===== src/rtl/alu_pkg.sv =====
package alu_pkg;

    typedef enum logic [1:0] {
        OP_ADD = 2'd0,
        OP_SUB = 2'd1,
        OP_AND = 2'd2,
        OP_XOR = 2'd3
    } alu_op_e;

    typedef struct packed {
        logic z;
        logic s;
        logic o;
    } cc_t;

    localparam cc_t CC_RESET = '{z: 1'b1, s: 1'b0, o: 1'b0};

endpackage


===== src/rtl/alu_op_decode.sv =====
module alu_op_decode
    import alu_pkg::*;
#(
    parameter int FUNC_W = 4
) (
    input  logic [FUNC_W-1:0] func,
    output alu_op_e           op,
    output logic              valid
);

    localparam int OP_W = 2;

    generate
        if (FUNC_W > OP_W) begin : g_wide
            assign valid = (func[FUNC_W-1:OP_W] == '0);
        end else begin : g_narrow
            assign valid = 1'b1;
        end
    endgenerate

    always_comb begin
        unique case (func[OP_W-1:0])
            2'd0:    op = OP_ADD;
            2'd1:    op = OP_SUB;
            2'd2:    op = OP_AND;
            default: op = OP_XOR;
        endcase
    end

endmodule


===== src/rtl/alu_datapath.sv =====
module alu_datapath
    import alu_pkg::*;
#(
    parameter int W = 32
) (
    input  alu_op_e        op,
    input  logic           valid,
    input  logic [W-1:0]   a,
    input  logic [W-1:0]   b,
    output logic [W-1:0]   res,
    output logic           ovf
);

    localparam int MSB = W - 1;

    logic          is_sub;
    logic [W-1:0]  addend;
    logic [W-1:0]  sum;

    // One adder serves both add and subtract: b + ~a + 1 = b - a
    assign is_sub = (op == OP_SUB);
    assign addend = is_sub ? ~a : a;
    assign sum    = b + addend + {{(W-1){1'b0}}, is_sub};

    always_comb begin
        res = '0;
        ovf = 1'b0;
        if (valid) begin
            unique case (op)
                OP_ADD, OP_SUB: begin
                    res = sum;
                    ovf = (addend[MSB] == b[MSB]) && (sum[MSB] != b[MSB]);
                end
                OP_AND: res = b & a;
                OP_XOR: res = b ^ a;
            endcase
        end
    end

endmodule


===== src/rtl/alu_flag_calc.sv =====
module alu_flag_calc
    import alu_pkg::*;
#(
    parameter int W = 32
) (
    input  logic [W-1:0] res,
    input  logic         ovf,
    output cc_t          cc_next
);

    always_comb begin
        cc_next.z = (res == '0);
        cc_next.s = res[W-1];
        cc_next.o = ovf;
    end

endmodule


===== src/rtl/alu_cc_unit.sv =====
module alu_cc_unit
    import alu_pkg::*;
#(
    parameter int W      = 32,
    parameter int FUNC_W = 4
) (
    input  logic              clk,
    input  logic              rst_n,
    input  logic [W-1:0]      opnd_a,
    input  logic [W-1:0]      opnd_b,
    input  logic [FUNC_W-1:0] func,
    input  logic              flag_en,
    output logic [W-1:0]      result,
    output logic              bad_func,
    output logic              flag_z,
    output logic              flag_s,
    output logic              flag_o
);

    typedef enum logic {CC_HOLD, CC_LOAD} cc_act_e;

    alu_op_e      op;
    logic         op_valid;
    logic [W-1:0] dp_res;
    logic         dp_ovf;
    cc_t          cc_next;
    cc_t          cc_q;
    cc_act_e      act;

    alu_op_decode #(.FUNC_W(FUNC_W)) u_dec (
        .func  (func),
        .op    (op),
        .valid (op_valid)
    );

    alu_datapath #(.W(W)) u_dp (
        .op    (op),
        .valid (op_valid),
        .a     (opnd_a),
        .b     (opnd_b),
        .res   (dp_res),
        .ovf   (dp_ovf)
    );

    alu_flag_calc #(.W(W)) u_fc (
        .res     (dp_res),
        .ovf     (dp_ovf),
        .cc_next (cc_next)
    );

    assign act = (flag_en && op_valid) ? CC_LOAD : CC_HOLD;

    // Condition register
    always_ff @(posedge clk or negedge rst_n) begin
        if (!rst_n) begin
            cc_q <= CC_RESET;
        end else begin
            unique case (act)
                CC_LOAD: cc_q <= cc_next;
                CC_HOLD: cc_q <= cc_q;
            endcase
        end
    end

    // Outputs
    always_comb begin
        result   = dp_res;
        bad_func = !op_valid;
        flag_z   = cc_q.z;
        flag_s   = cc_q.s;
        flag_o   = cc_q.o;
    end

    a_r4_invalid_zero: assert property (@(posedge clk) disable iff (!rst_n)
        (func > 4'd3) |-> (result == '0 && bad_func));

    a_r4_invalid_hold: assert property (@(posedge clk) disable iff (!rst_n)
        bad_func |=> $stable({flag_z, flag_s, flag_o}));

    a_r9_no_enable_hold: assert property (@(posedge clk) disable iff (!rst_n)
        !flag_en |=> $stable({flag_z, flag_s, flag_o}));

    a_r5_zero_sign: assert property (@(posedge clk) disable iff (!rst_n)
        (flag_en && !bad_func) |=>
            (flag_z == ($past(result) == '0)) && (flag_s == $past(result[W-1])));

    a_r6_add_ovf: assert property (@(posedge clk) disable iff (!rst_n)
        (flag_en && func == 4'd0 && opnd_a[W-1] == opnd_b[W-1]
            && result[W-1] != opnd_b[W-1]) |=> flag_o);

    a_r7_sub_ovf: assert property (@(posedge clk) disable iff (!rst_n)
        (flag_en && func == 4'd1 && opnd_a[W-1] != opnd_b[W-1]
            && result[W-1] != opnd_b[W-1]) |=> flag_o);

    a_r8_logic_clears_ovf: assert property (@(posedge clk) disable iff (!rst_n)
        (flag_en && (func == 4'd2 || func == 4'd3)) |=> !flag_o);

endmodule


===== config.mk =====
export PLATFORM = sky130hd
export DESIGN_NAME = alu_cc_unit
export DESIGN_NICKNAME = d
export VERILOG_FILES = /design/src/rtl/alu_pkg.sv /design/src/rtl/alu_op_decode.sv /design/src/rtl/alu_datapath.sv /design/src/rtl/alu_flag_calc.sv /design/src/rtl/alu_cc_unit.sv
export SDC_FILE = /design/constraint.sdc
export NUM_CORES = 1
export LEC_CHECK = 0
export BUFFER_PORTS_ARGS = -buffer_cell sky130_fd_sc_hd__buf_4
export CAP_MARGIN = 10
export CELL_PAD_IN_SITES_DETAIL_PLACEMENT = 1
export CELL_PAD_IN_SITES_GLOBAL_PLACEMENT = 1
export CORE_MARGIN = 5
export CORE_UTILIZATION = 43
export CTS_BUF_LIST = sky130_fd_sc_hd__clkbuf_8
export CTS_CLUSTER_SIZE = 8
export DETAILED_ROUTE_END_ITERATION = 6
export HOLD_SLACK_MARGIN = 0.03
export PLACE_DENSITY = 0.89
export SYNTH_ARGS = -nofsm -noshare
export SYNTH_HDL_FRONTEND = slang
export SYNTH_SLANG_ARGS = --single-unit

===== constraint.sdc =====
create_clock -name clk -period 7.3 [get_ports clk]
set_clock_uncertainty 0.05 [all_clocks]
set_input_delay 0.365 -clock clk [delete_from_list [all_inputs] [get_ports clk]]
set_output_delay 0.365 -clock clk [all_outputs]
set_load 0.01 [all_outputs]

# Yosys cells after proc, flatten, opt, wreduce, memory -nomap -nowiden
# Index checks and enable logic that the tools add are counted.
# totals
input_bits,71
word_cells,31
out_inout_bits,36
regBits,3
# classes
bitwise,3
reduce_logical,8
eq_ne,7
n_mux,8
addsub,2
# op_table
op,n
$pmux W32 S3,1
$mux W32,2
$add A32 B1 Y32,1
$add A32 B32 Y32,1
$and A32 B32 Y32,1
$logic_not A32 Y1,1
$not A32 Y32,1
$xor A32 B32 Y32,1
$eq A2 B2 Y1 const B,3
$logic_not A2 Y1,3
$pmux W2 S3,1
$eq A2 B1 Y1 const B,2
$mux W1,3
$mux W3,1
$logic_and A1 B1 Y1,2
$reduce_or A2 Y1,1
$eq A1 B1 Y1,1
$logic_not A1 Y1,1
$ne A1 B1 Y1,1

# Logic depth before layout (Yosys ltp)
# Gate-level depths: netlist of run 1.
# depth
word_depth,11
ltp_mapped,18
depth_no_buf,14

# By module
# Synthesis of run 1 repeated with hierarchy kept, for this count alone.
# unflattened
hier_cells,467
hier_area_um2,3469.6
# by_module_without_submodules
mod,cells_per_inst,seq_area_each_um2,area_per_inst_um2,instances
alu_datapath,443,0.0,3239.4,1
alu_cc_unit,8,76.3,131.4,1
alu_flag_calc,13,0.0,87.6,1
alu_op_decode,3,0.0,11.3,1

# Worst setup path before layout of run 1
# No wires, ideal clock.
# synth_timing
path_kind,input to output
from,in func[1]
to,out result[31]
t_required_ns,6.885
cell_stages,17
path_slack_ns,3.456
t_arrival_ns,3.429
path_buffers,4
path_cell_list,buf_4 > nand2b_4 > buf_6 > clkbuf_1 > xnor2_1 > ha_1 > a21oi_2 > o21ai_0 > a221oi_1 > o21ai_0 > o21ai_0 > nand2_1 > a21o_1 > xnor2_1 > a21oi_1 > nor2_1 > buf_4
# synth_lines
element,line,rtl
from (decl),alu_cc_unit.sv:11,"input logic [FUNC_W-1:0] func,"
to (decl),alu_cc_unit.sv:13,"output logic [W-1:0] result,"

# Worst setup path after layout of run 1
# layout_timing
from,in func[0]
to,out result[28]
# layout_between
elab_chain_len,8
word_cells_on_any_way,14
classes_between,add/sub: 2; eq/ne: 5; mux: 4; reduce/logical: 3
# layout_lines
element,line,rtl
$eq A2 B2 Y1 (tied with other cells),alu_op_decode.sv:22,unique case (func[OP_W-1:0])
$pmux W2 S3 *,alu_op_decode.sv:22,
$eq A2 B1 Y1,"alu_datapath.sv:21, alu_datapath.sv:29",
$mux W32,alu_datapath.sv:22,assign addend = is_sub ? ~a : a;
$add A32 B32 Y32,alu_datapath.sv:23,"assign sum = b + addend + {{(W-1){1'b0}}, is_sub};"
$add A32 B1 Y32,alu_datapath.sv:23,
$pmux W32 S3 *,alu_datapath.sv:29,unique case (op)
$mux W32 *,alu_datapath.sv:28,if (valid) begin
# Every way passes the cells marked *; elsewhere a longest branch is shown, timed or not.

==> results of run 1 <==
[cells by family after synthesis]
kind of cell / Yosys count / share of synthesized area
simple gates: 173 / 0.210
buf+inv: 45 / 0.0498
xor+xnor: 50 / 0.109
flops: 3 / 0.0190
compound gates: 180 / 0.312
mux: 33 / 0.0841
fa+ha+maj: 69 / 0.217
[power by group through the flow]
stage | Clock (W) | Sequential, W | Combinational (W)
2_1_floorplan | 0 | 0.0000198 | 0.000329
3_3_place_gp | 0 | 0.0000192 | 0.000469
3_5_place_dp | 0 | 0.0000193 | 0.000486
4_1_cts | 0.0000489 | 0.0000192 | 0.000490
5_1_grt | 0.0000509 | 0.0000191 | 0.000538
6_report | 0.0000484 | 0.0000192 | 0.000495
[layer usage]
metal / share of wire / GRT usage / vias to the layer above / routed length [um]
met5: 0 / 0 / - / 0
met4: 0.019 / 0.0658 / 0 / 298
met3: 0.035 / 0.0144 / 25 / 536
met2: 0.53 / 0.505 / 120 / 8150
met1: 0.42 / 0.305 / 2340 / 6470
li1: - / - / 2251 / -
[tightest hold or removal path, stage by stage (launching register included)]
cell and delay (ps):
dfstp_2 360, nand2_1 50, nand2_1 50
[cells in the mapped netlist (3+ instances only)]
cell type  number  area, sq um
nor3_1         19         95.1
ha_1           68          851
a21o_1         12         90.1
nor3b_1         3         22.5
buf_2           7         35.0
nand4_1         5         31.3
nand2_1        49          184
nor4b_1         3         26.3
inv_1          15         56.3
nand3_1        12         60.1
nor2b_1         6         37.5
nor2_1         46          173
nor4_1          5         31.3
a31oi_1         5         31.3
xor2_1          5         43.8
xnor2_1        45          394
o21ai_2         3         26.3
o31ai_1         8         60.1
or3_1           8         50.1
o2111ai_1       4         35.0
clkbuf_1       14         52.6
nand2b_1        3         18.8
buf_1           5         18.8
a21oi_2         3         26.3
o21ai_0        30          150
o211ai_1        7         52.6
and3_1          5         31.3
a21oi_1        47          235
a211oi_1       13         97.6
o21bai_1        5         37.5
o21a_1          6         45.0
o32ai_1         3         26.3
mux2_2          6         67.6
mux2i_1        27          270
[cell type report]
class / instances / area share
multi-input combinational: 505 / 0.766
timing repair buffer: 110 / 0.170
tap: 111 / 0.0284
sequential: 3 / 0.0156
inverter: 15 / 0.0115
clock buffer: 3 / 0.00845
clock inverter: 1 / 0.000768
[repair_timing]
action,4_1_cts,5_1_grt
hold buffers,1,0
endpoints found under the hold margin,2,0
endpoints found under the setup margin,0,0
[sequential cells by signal, summed over array words and instances, names as in the netlist]
register and cells:
flag_o 1, flag_s 1, flag_z 1
[through the flow]
stage	cells	hold WS, ps	total power (W)	instance area [sq um]	utilization
4_1_cts	748	418	0.000558	4880	0.534
3_3_place_gp	743	107	0.000488	4830	0.528
3_5_place_dp	743	108	0.000506	4830	0.528
5_1_grt	748	427	0.000608	4880	0.534
6_report	748	420	0.000562	4880	0.534
2_1_floorplan	553	19.4	0.000349	4020	-
[worst max path at each step]
stage / cells after the start / from / to / slack (ps)
2_1_floorplan: 17 / func[1] / result[31] / 3460
3_3_place_gp: 15 / func[0] / flag_z$_DFFE_PN1P_ / 2440
3_5_place_dp: 15 / func[0] / flag_z$_DFFE_PN1P_ / 2340
4_1_cts: 14 / func[0] / result[28] / 2370
5_1_grt: 14 / func[0] / result[28] / 2020
6_report: 14 / func[0] / result[28] / 2350
==> flow_summary.json, run 1 <==
{
  "synth_cell_types": 74,
  "clockRootBuffer": "clkbuf_8",
  "p_leak_nw": 2.19,
  "wire_per_inst_um": 20.7,
  "rows": 35,
  "finalCritPeriodShare": 0.678,
  "critical_path.top_delay_family": "compound AO/OA/AOI/OAI gates",
  "worst_slack_ps": 2350,
  "hold_depth": 2,
  "final_common_cell": "buf_4",
  "routed_wl_um": 15400,
  "timing.rr.end": "flag_o$_DFFE_PN0P_",
  "cp_data_required_time_ps": 6880,
  "async_flop_share": 1.00,
  "post-dp-hpwl_um": 12600,
  "drt_iter0_drc": 189,
  "die_h_um": 107,
  "drv_cap": 0,
  "timing.critical_path.buf_inv": 3,
  "cts_setup_buffers": 0,
  "timing.rr.start": "flag_o$_DFFE_PN0P_",
  "hold_violations": 0,
  "num_vias": 4736,
  "place_congestion": 0.890,
  "synth_fp_nets": 693,
  "setup_violations": 0,
  "dieArea_sq_um": 11400,
  "drive_gt1_frac": 0.218,
  "numPortBuffers": 106,
  "cp_cell_sequence": "buf_4 -> nand2b_4 -> xnor2_1 -> inv_1 -> fa_1 -> nand2b_1 -> a21oi_1 -> o21ai_0 -> o31ai_2 -> a21oi_1 -> o41ai_1 -> xnor2_1 -> a21oi_1 -> buf_4",
  "synth_edf_count": 0,
  "cts_htree_levels": 1,
  "power_frac_seq": 0.034,
  "viasPerCell": 6.33,
  "final_cell_mix": "buf_4 (109), ha_1 (68), nand2_1 (49)",
  "ff_latch_area_sq_um": 76.3,
  "min_to": "flag_z$_DFFE_PN1P_",
  "grt_overflow": 0,
  "cpMostUsedCell": "a21oi_1",
  "track_usage": 0.259,
  "grt_pass1_wl_um": 24400,
  "path_max_fanout": 43,
  "arrival_ps": 4530,
  "first_pass_iters": 4,
  "hold_class": "flop to flop",
  "power_frac_clock": 0.086,
  "dpl_worst_slack_ps": 2340,
  "pin_count": 107,
  "num-fill-cells": 1208,
  "ys_warn_count": 0,
  "start_util": 0.439,
  "mappedNetlistArea_sq_um": 4020,
  "seq_area_frac_synth": 0.0190,
  "synthCells": 553,
  "die_w_um": 107,
  "setup_tns_ps": 0,
  "slowest_delay_ps": 530,
  "cts_tree": "built",
  "powerDensity_nw_per_um2": 115,
  "critPathCaptureType": "primary output",
  "reg2reg_slack_ps": 6550,
  "p_sw_frac": 0.542,
  "n_antenna_cell": 0,
  "ff2ff_path_depth": 2,
  "power.switching_w": 0.000305,
  "fmax_ghz": 0.202,
  "antenna_found_initial": 0,
  "grt_setup_unrepaired": "false",
  "grt_pass1_vias": 4965,
  "post-route-drc-count": 0,
  "multi_input_area_sq_um": 3740,
  "worst_slew_margin_rel": 0.495,
  "drv_slew": 0,
  "clockBufferDepth": 2,
  "combPwrFrac": 0.880,
  "worst_ir_drop_vdd_mv": 0.0487,
  "clkTransAtPathRegs_ps": 30,
  "start_kind": "primary input",
  "cts-resized-gates": 0,
  "cts_sinks": 3,
  "status": "finished clean",
  "nNetsFinal": 778,
  "numCtsBuffers": 3,
  "min-delay-start": "flag_z$_DFFE_PN1P_",
  "p_int_w": 0.000258,
  "criticalPathCategory": "primary input to primary output",
  "ys_ff_latch": 3,
  "min_period_ps": 4950,
  "avgSynthCellArea_sq_um": 7.26,
  "synth_flop_cell": "dfrtp_1",
  "grt_max_degree": 56,
  "antenna_left": 0,
  "area_growth_pct": 21.6,
  "core_sq_um": 9150,
  "clock_latency_ps": 220,
  "slowest_stage": "buf_4",
  "tightest_slew_ps": 753
}
Power figures use the tool's default switching activity.
==> run 2, diff against run 1 <==
--- a/config.mk
+++ b/config.mk
@@ -10,12 +10,12 @@
 export CELL_PAD_IN_SITES_DETAIL_PLACEMENT = 1
 export CELL_PAD_IN_SITES_GLOBAL_PLACEMENT = 1
 export CORE_MARGIN = 5
-export CORE_UTILIZATION = 43
+export CORE_UTILIZATION = 36
 export CTS_BUF_LIST = sky130_fd_sc_hd__clkbuf_8
 export CTS_CLUSTER_SIZE = 8
 export DETAILED_ROUTE_END_ITERATION = 6
 export HOLD_SLACK_MARGIN = 0.03
-export PLACE_DENSITY = 0.89
+export PLACE_DENSITY = 0.8
 export SYNTH_ARGS = -nofsm -noshare
 export SYNTH_HDL_FRONTEND = slang
 export SYNTH_SLANG_ARGS = --single-unit
==> constraint.sdc (replaced) <==
create_clock -name clk -period 4.19 [get_ports clk]
set_clock_uncertainty 0.05 [all_clocks]
set_input_delay 0.2095 -clock clk [delete_from_list [all_inputs] [get_ports clk]]
set_output_delay 0.2095 -clock clk [all_outputs]
set_load 0.01 [all_outputs]
==> run 2 against run 1 <==
Compared with the run above: flip-flop and latch count unchanged; critical endpoint is now result[31]; setup slack worse by 2000 ps; critical path type unchanged; highest routed layer is now met5; routed wire length rose by 1.4%.
==> flow_summary.json, run 2 (synthesized netlist as in run 1, its figures left out) <==
{
  "status": "finished clean",
  "grt_setup_unrepaired": "false",
  "pin_count": 107,
  "core_sq_um": 10900,
  "antenna_found_initial": 1,
  "worst_ir_drop_vdd_mv": 0.0685,
  "track_usage": 0.230,
  "dpl_worst_slack_ps": 333,
  "dieArea_sq_um": 13400,
  "first_pass_iters": 4,
  "fin_cells": 787,
  "wire_per_inst_um": 19.9,
  "die_h_um": 116,
  "tightest_slew_ps": 683,
  "grt_overflow": 0,
  "hold_violations": 0,
  "cts_tree": "built",
  "hold_class": "primary input to asynchronous set/reset pin",
  "final_common_cell": "buf_4",
  "dp_cells": 782,
  "final_cell_mix": "buf_4 (118), ha_1 (68), nand2_1 (49)",
  "arrival_ps": 3550,
  "setup_violations": 0,
  "dpl-instance-area_sq_um": 4950,
  "path_max_fanout": 32,
  "worst_slew_margin_rel": 0.540,
  "post-route-drc-count": 0,
  "p_int_w": 0.000455,
  "start_kind": "primary input",
  "drt_iter0_drc": 198,
  "viasPerCell": 5.96,
  "numPortBuffers": 106,
  "critPathCaptureType": "primary output",
  "cts_sinks": 3,
  "final_cell_area_sq_um": 5010,
  "area_growth_pct": 24.7,
  "p_sw_frac": 0.537,
  "min_period_ps": 3810,
  "grt_max_degree": 55,
  "combPwrFrac": 0.882,
  "finalPower_w": 0.000983,
  "n_antenna_cell": 0,
  "post-dp-hpwl_um": 12700,
  "clock_latency_ps": 220,
  "drive_gt1_frac": 0.230,
  "clkTransAtPathRegs_ps": 30,
  "grt_pass1_wl_um": 25300,
  "powerDensity_nw_per_um2": 196,
  "drv_cap": 0,
  "routed_wl_um": 15700,
  "die_w_um": 116,
  "clockRootBuffer": "clkbuf_8",
  "setup_tns_ps": 0,
  "power_frac_seq": 0.034,
  "cts_htree_levels": 1,
  "clockBufferDepth": 2,
  "worst_slack_ps": 376,
  "power.switching_w": 0.000528,
  "p_leak_nw": 2.24,
  "drv_slew": 0,
  "criticalPathCategory": "primary input to primary output",
  "grt_pass1_vias": 4976,
  "num_vias": 4690,
  "rows": 38,
  "fmax_ghz": 0.262,
  "start_util": 0.369,
  "place_congestion": 0.890,
  "nNetsFinal": 788,
  "cp_data_required_time_ps": 3930,
  "numCtsBuffers": 3,
  "cts_setup_buffers": 0,
  "finalCritPeriodShare": 0.910,
  "power_frac_clock": 0.084,
  "antenna_left": 0
}
[run 2: final timing paths]
path / startpoint / to / slack (ps) / cells past startpoint
worst min register to register: flag_z$_DFFE_PN1P_ / flag_z$_DFFE_PN1P_ / 420 / 2
worst max-delay path: func[1] / result[31] / 380 / 16
worst min-delay path: rst_n / flag_o$_DFFE_PN0P_ / 280 / 2
min in group clk: flag_en / flag_z$_DFFE_PN1P_ / 330 / 5
worst max register to register: flag_z$_DFFE_PN1P_ / flag_z$_DFFE_PN1P_ / 3440 / 2
max in group asynchronous: rst_n / flag_z$_DFFE_PN1P_ / 3620 / 2
[run 2: worst max-delay path, cell delays in order]
cell,delay [ps]
buf_4,110
nand2b_4,150
buf_12,200
xnor2_1,150
ha_1,380
nand2_1,120
o21ai_0,580
o21ai_0,200
a21oi_1,350
o21ai_1,190
nand2_1,110
a21o_1,180
xnor2_1,100
a21oi_1,270
nor2_1,80
buf_4,150
[run 2: timing repair]
item                                    4_1_cts  5_1_grt
endpoints found under the setup margin        0        1
resized for setup                             0        1
endpoints found under the hold margin         3        0
hold buffers                                  1        0
[run 2: power by group through the flow]
stage	Clock [W]	Sequential, W	Combinational (W)
finish	0.0000827	0.0000332	0.000867
global route	0.0000863	0.0000336	0.000953
CTS	0.0000831	0.0000332	0.000863
detailed placement	0	0.0000335	0.000855
global placement	0	0.0000334	0.000830
floorplan	0	0.0000344	0.000574
[run 2: per-stage QoR]
stage	util	hold WS (ps)
after CTS	0.460	293
after global routing	0.460	293
final	0.460	283
after global placement	0.455	-45.8
after detailed placement	0.455	-44.5
after floorplan	-	-136
[run 2: layer usage]
metal,routed length (um),global-route usage
met5,7,0
met4,248,0.0456
met3,692,0.0204
met2,8020,0.432
met1,6690,0.286
[run 2: cell type report]
type / count / area (sq um)
Inverter: 15 / 56.3
Tap cell: 140 / 175
Fill cell: 1396 / 5880
Clock buffer: 3 / 41.3
Timing Repair Buffer: 120 / 916
Clock inverter: 1 / 3.75
Sequential cell: 3 / 76.3
Multi-Input combinational cell: 505 / 3740
==> run 3, diff against run 2 <==
--- a/config.mk
+++ b/config.mk
@@ -10,7 +10,7 @@
 export CELL_PAD_IN_SITES_DETAIL_PLACEMENT = 1
 export CELL_PAD_IN_SITES_GLOBAL_PLACEMENT = 1
 export CORE_MARGIN = 5
-export CORE_UTILIZATION = 36
+export CORE_UTILIZATION = 35
 export CTS_BUF_LIST = sky130_fd_sc_hd__clkbuf_8
 export CTS_CLUSTER_SIZE = 8
 export DETAILED_ROUTE_END_ITERATION = 6
@@ -18,4 +18,5 @@
 export PLACE_DENSITY = 0.8
 export SYNTH_ARGS = -nofsm -noshare
 export SYNTH_HDL_FRONTEND = slang
+export SYNTH_HIERARCHICAL = 1
 export SYNTH_SLANG_ARGS = --single-unit
==> run 3 against run 2 <==
Compared with the run above: count of clock-buffer cells in the layout unchanged; clock power down 2%; critical path depth grew 2; non-clock buffer count stayed put; die area is 10% lower; utilization rose by 0.22 points; global-route usage decreased by 2.2 points; cell area is 10% lower; via count is 15% lower; combinational power down 13%; critical path type is now primary input to flop; critical endpoint is now flag_z$_DFFE_PN1P_; largest cell class unchanged.
==> flow_summary.json, run 3 <==
{
  "avgSynthCellArea_sq_um": 7.43,
  "routed_wl_um": 13100,
  "grt_max_degree": 27,
  "drv_cap": 0,
  "critPathCaptureType": "flop",
  "async_flop_share": 1.00,
  "final_cell_mix": "buf_4 (118), ha_1 (62), nand2_1 (48), xnor2_1 (48), a21oi_1 (36)",
  "synth_area_leaders": "ha_1 (22%), xnor2_1 (12%), mux2i_1 (8.7%)",
  "power.switching_w": 0.000438,
  "powerDensity_nw_per_um2": 194,
  "slowest_delay_ps": 490,
  "grt_setup_unrepaired": "false",
  "ff2ff_path_depth": 1,
  "setup_tns_ps": 0,
  "criticalPathCategory": "primary input to flop",
  "post-route-drc-count": 0,
  "fmax_ghz": 0.257,
  "p_sw_frac": 0.503,
  "reg2reg_slack_ps": 3390,
  "worst_ir_drop_vdd_mv": 0.102,
  "tightest_slew_ps": 715,
  "final_common_cell": "buf_4",
  "dp_cells": 692,
  "cts_tree": "built",
  "finalCritPeriodShare": 0.930,
  "area_growth_pct": 29.6,
  "numPortBuffers": 106,
  "final_cell_area_sq_um": 4500,
  "synth.top_cell.area_share": 0.224,
  "seq_area_frac_synth": 0.0220,
  "post-dp-hpwl_um": 11000,
  "num_vias": 3977,
  "p_int_w": 0.000432,
  "worst_slew_margin_rel": 0.522,
  "track_usage": 0.208,
  "synth_fp_nets": 601,
  "cts_htree_levels": 1,
  "cp_cell_sequence": "buf_4 -> clkinv_1 -> nand2_1 -> buf_12 -> xnor2_1 -> ha_1 -> nand3_1 -> nor3_1 -> o211ai_1 -> a211oi_2 -> nor2_2 -> nand2_1 -> xnor2_1 -> o22ai_1 -> nor4_1 -> nand4_1 -> nor2_1 -> mux2_4",
  "cts_sinks": 3,
  "cp_data_required_time_ps": 4300,
  "multi_input_area_sq_um": 3240,
  "min_period_ps": 3900,
  "start_kind": "primary input",
  "combPwrFrac": 0.869,
  "first_pass_iters": 5,
  "num-fill-cells": 1258,
  "mappedNetlistArea_sq_um": 3470,
  "die_h_um": 110,
  "path_max_fanout": 16,
  "slowest_stage": "a211oi_2",
  "fin_cells": 697,
  "synth.most_common_cell": "ha_1",
  "timing.rr.end": "flag_o$_DFFE_PN0P_",
  "dieArea_sq_um": 12000,
  "p_leak_nw": 2.18,
  "status": "finished clean",
  "antenna_found_initial": 0,
  "dpl-instance-area_sq_um": 4430,
  "synth_edf_count": 0,
  "hold_violations": 0,
  "viasPerCell": 5.71,
  "synthCells": 467,
  "synth_cell_types": 59,
  "clock_latency_ps": 210,
  "hold_class": "primary input to asynchronous set/reset pin",
  "place_congestion": 0.914,
  "drv_slew": 0,
  "clockRootBuffer": "clkbuf_8",
  "grt_overflow": 0,
  "power_frac_seq": 0.038,
  "setup_violations": 0,
  "ys_ff_latch": 3,
  "ff_latch_area_sq_um": 76.3,
  "synth_flop_cell": "dfrtp_1",
  "n_antenna_cell": 0,
  "antenna_left": 0,
  "nNetsFinal": 699,
  "wire_per_inst_um": 18.8,
  "grt_pass1_wl_um": 20300,
  "numCtsBuffers": 3,
  "ys_warn_count": 6,
  "drive_gt1_frac": 0.246,
  "power_frac_clock": 0.093,
  "core_sq_um": 9730,
  "start_util": 0.357,
  "pin_count": 107,
  "arrival_ps": 4000,
  "die_w_um": 110,
  "grt_pass1_vias": 4224,
  "drt_iter0_drc": 144,
  "timing.rr.start": "flag_o$_DFFE_PN0P_",
  "synth_common_cells": "ha_1 (62), nand2_1 (48), xnor2_1 (48), a21oi_1 (36), mux2i_1 (30)",
  "clockBufferDepth": 2,
  "synth_area_leader_cell": "ha_1",
  "rows": 36,
  "cts_setup_buffers": 0,
  "clkTransAtPathRegs_ps": 30
}
run 3: area by class of cell:
cell class,instances,area share
clock buffers,3,0.00918
clock inverters,1,0.000835
inverters,14,0.0117
multi-input cells,423,0.721
flip-flops and latches,3,0.0170
well taps,133,0.0370
repair buffers,120,0.204
run 3: routing by layer:
metal | share of wire | vias up | wire (um) | GRT usage
met5 | 0 | - | 0 | 0
met4 | 0.015 | 0 | 193 | 0.0436
met3 | 0.042 | 21 | 545 | 0.0153
met2 | 0.50 | 111 | 6570 | 0.393
met1 | 0.44 | 1918 | 5770 | 0.256
li1 | - | 1927 | - | -
run 3: power by group through the flow:
stage | clock, W | sequential, W | combinational, W
final | 0.0000812 | 0.0000331 | 0.000756
after global routing | 0.0000870 | 0.0000333 | 0.000823
after CTS | 0.0000846 | 0.0000331 | 0.000749
after detailed placement | 0 | 0.0000334 | 0.000743
after global placement | 0 | 0.0000333 | 0.000724
after floorplan | 0 | 0.0000341 | 0.000487
run 3: how the worst max path moves through the flow:
stage	startpoint	depth (start not counted)	end
after floorplan	func[1]	18	flag_z$_DFFE_PN1P_
after global placement	func[1]	18	flag_z$_DFFE_PN1P_
after detailed placement	func[1]	18	flag_z$_DFFE_PN1P_
after CTS	func[1]	18	flag_z$_DFFE_PN1P_
after global routing	func[1]	18	flag_z$_DFFE_PN1P_
final	func[1]	18	flag_z$_DFFE_PN1P_
run 3: critical path: cells and delay by family:
kind / cells / cell delay (ps)
buffers and inverters: 3 / 380
multiplexers: 1 / 150
AO/OA/AOI/OAI: 3 / 870
XOR/XNOR: 2 / 270
adder cells (fa/ha/maj): 1 / 420
AND/OR/NAND/NOR: 8 / 1700
run 3: cells by family (layout without fill, tap and decap cells):
| family | Yosys count | after routing | synth area share |
|---|---|---|---|
| flip-flops | 3 | 3 | 0.0220 |
| buffers and inverters | 41 | 138 | 0.0476 |
| multiplexers | 37 | 37 | 0.113 |
| AND/OR/NAND/NOR | 138 | 138 | 0.195 |
| adder cells (fa/ha/maj) | 63 | 63 | 0.229 |
| XOR/XNOR | 55 | 55 | 0.139 |
| AO/OA/AOI/OAI | 130 | 130 | 0.255 |
run 3: metrics by stage:
stage          utilization  setup WS (ps)  hold WS (ps)  power [W]
3_5_place_dp         0.455            137         -48.6   0.000776
3_3_place_gp         0.455            303         -49.3   0.000758
5_1_grt              0.462           34.2           288   0.000943
2_1_floorplan            -          0.966          -136   0.000521
4_1_cts              0.461            345           279   0.000867
6_report             0.462            295           283   0.000870
run 3: what timing repair did:
action	in CTS	in global routing
hold endpoints to repair	3	0
gates resized for setup	0	1
hold buffers	1	0
endpoints found under the setup margin	0	1
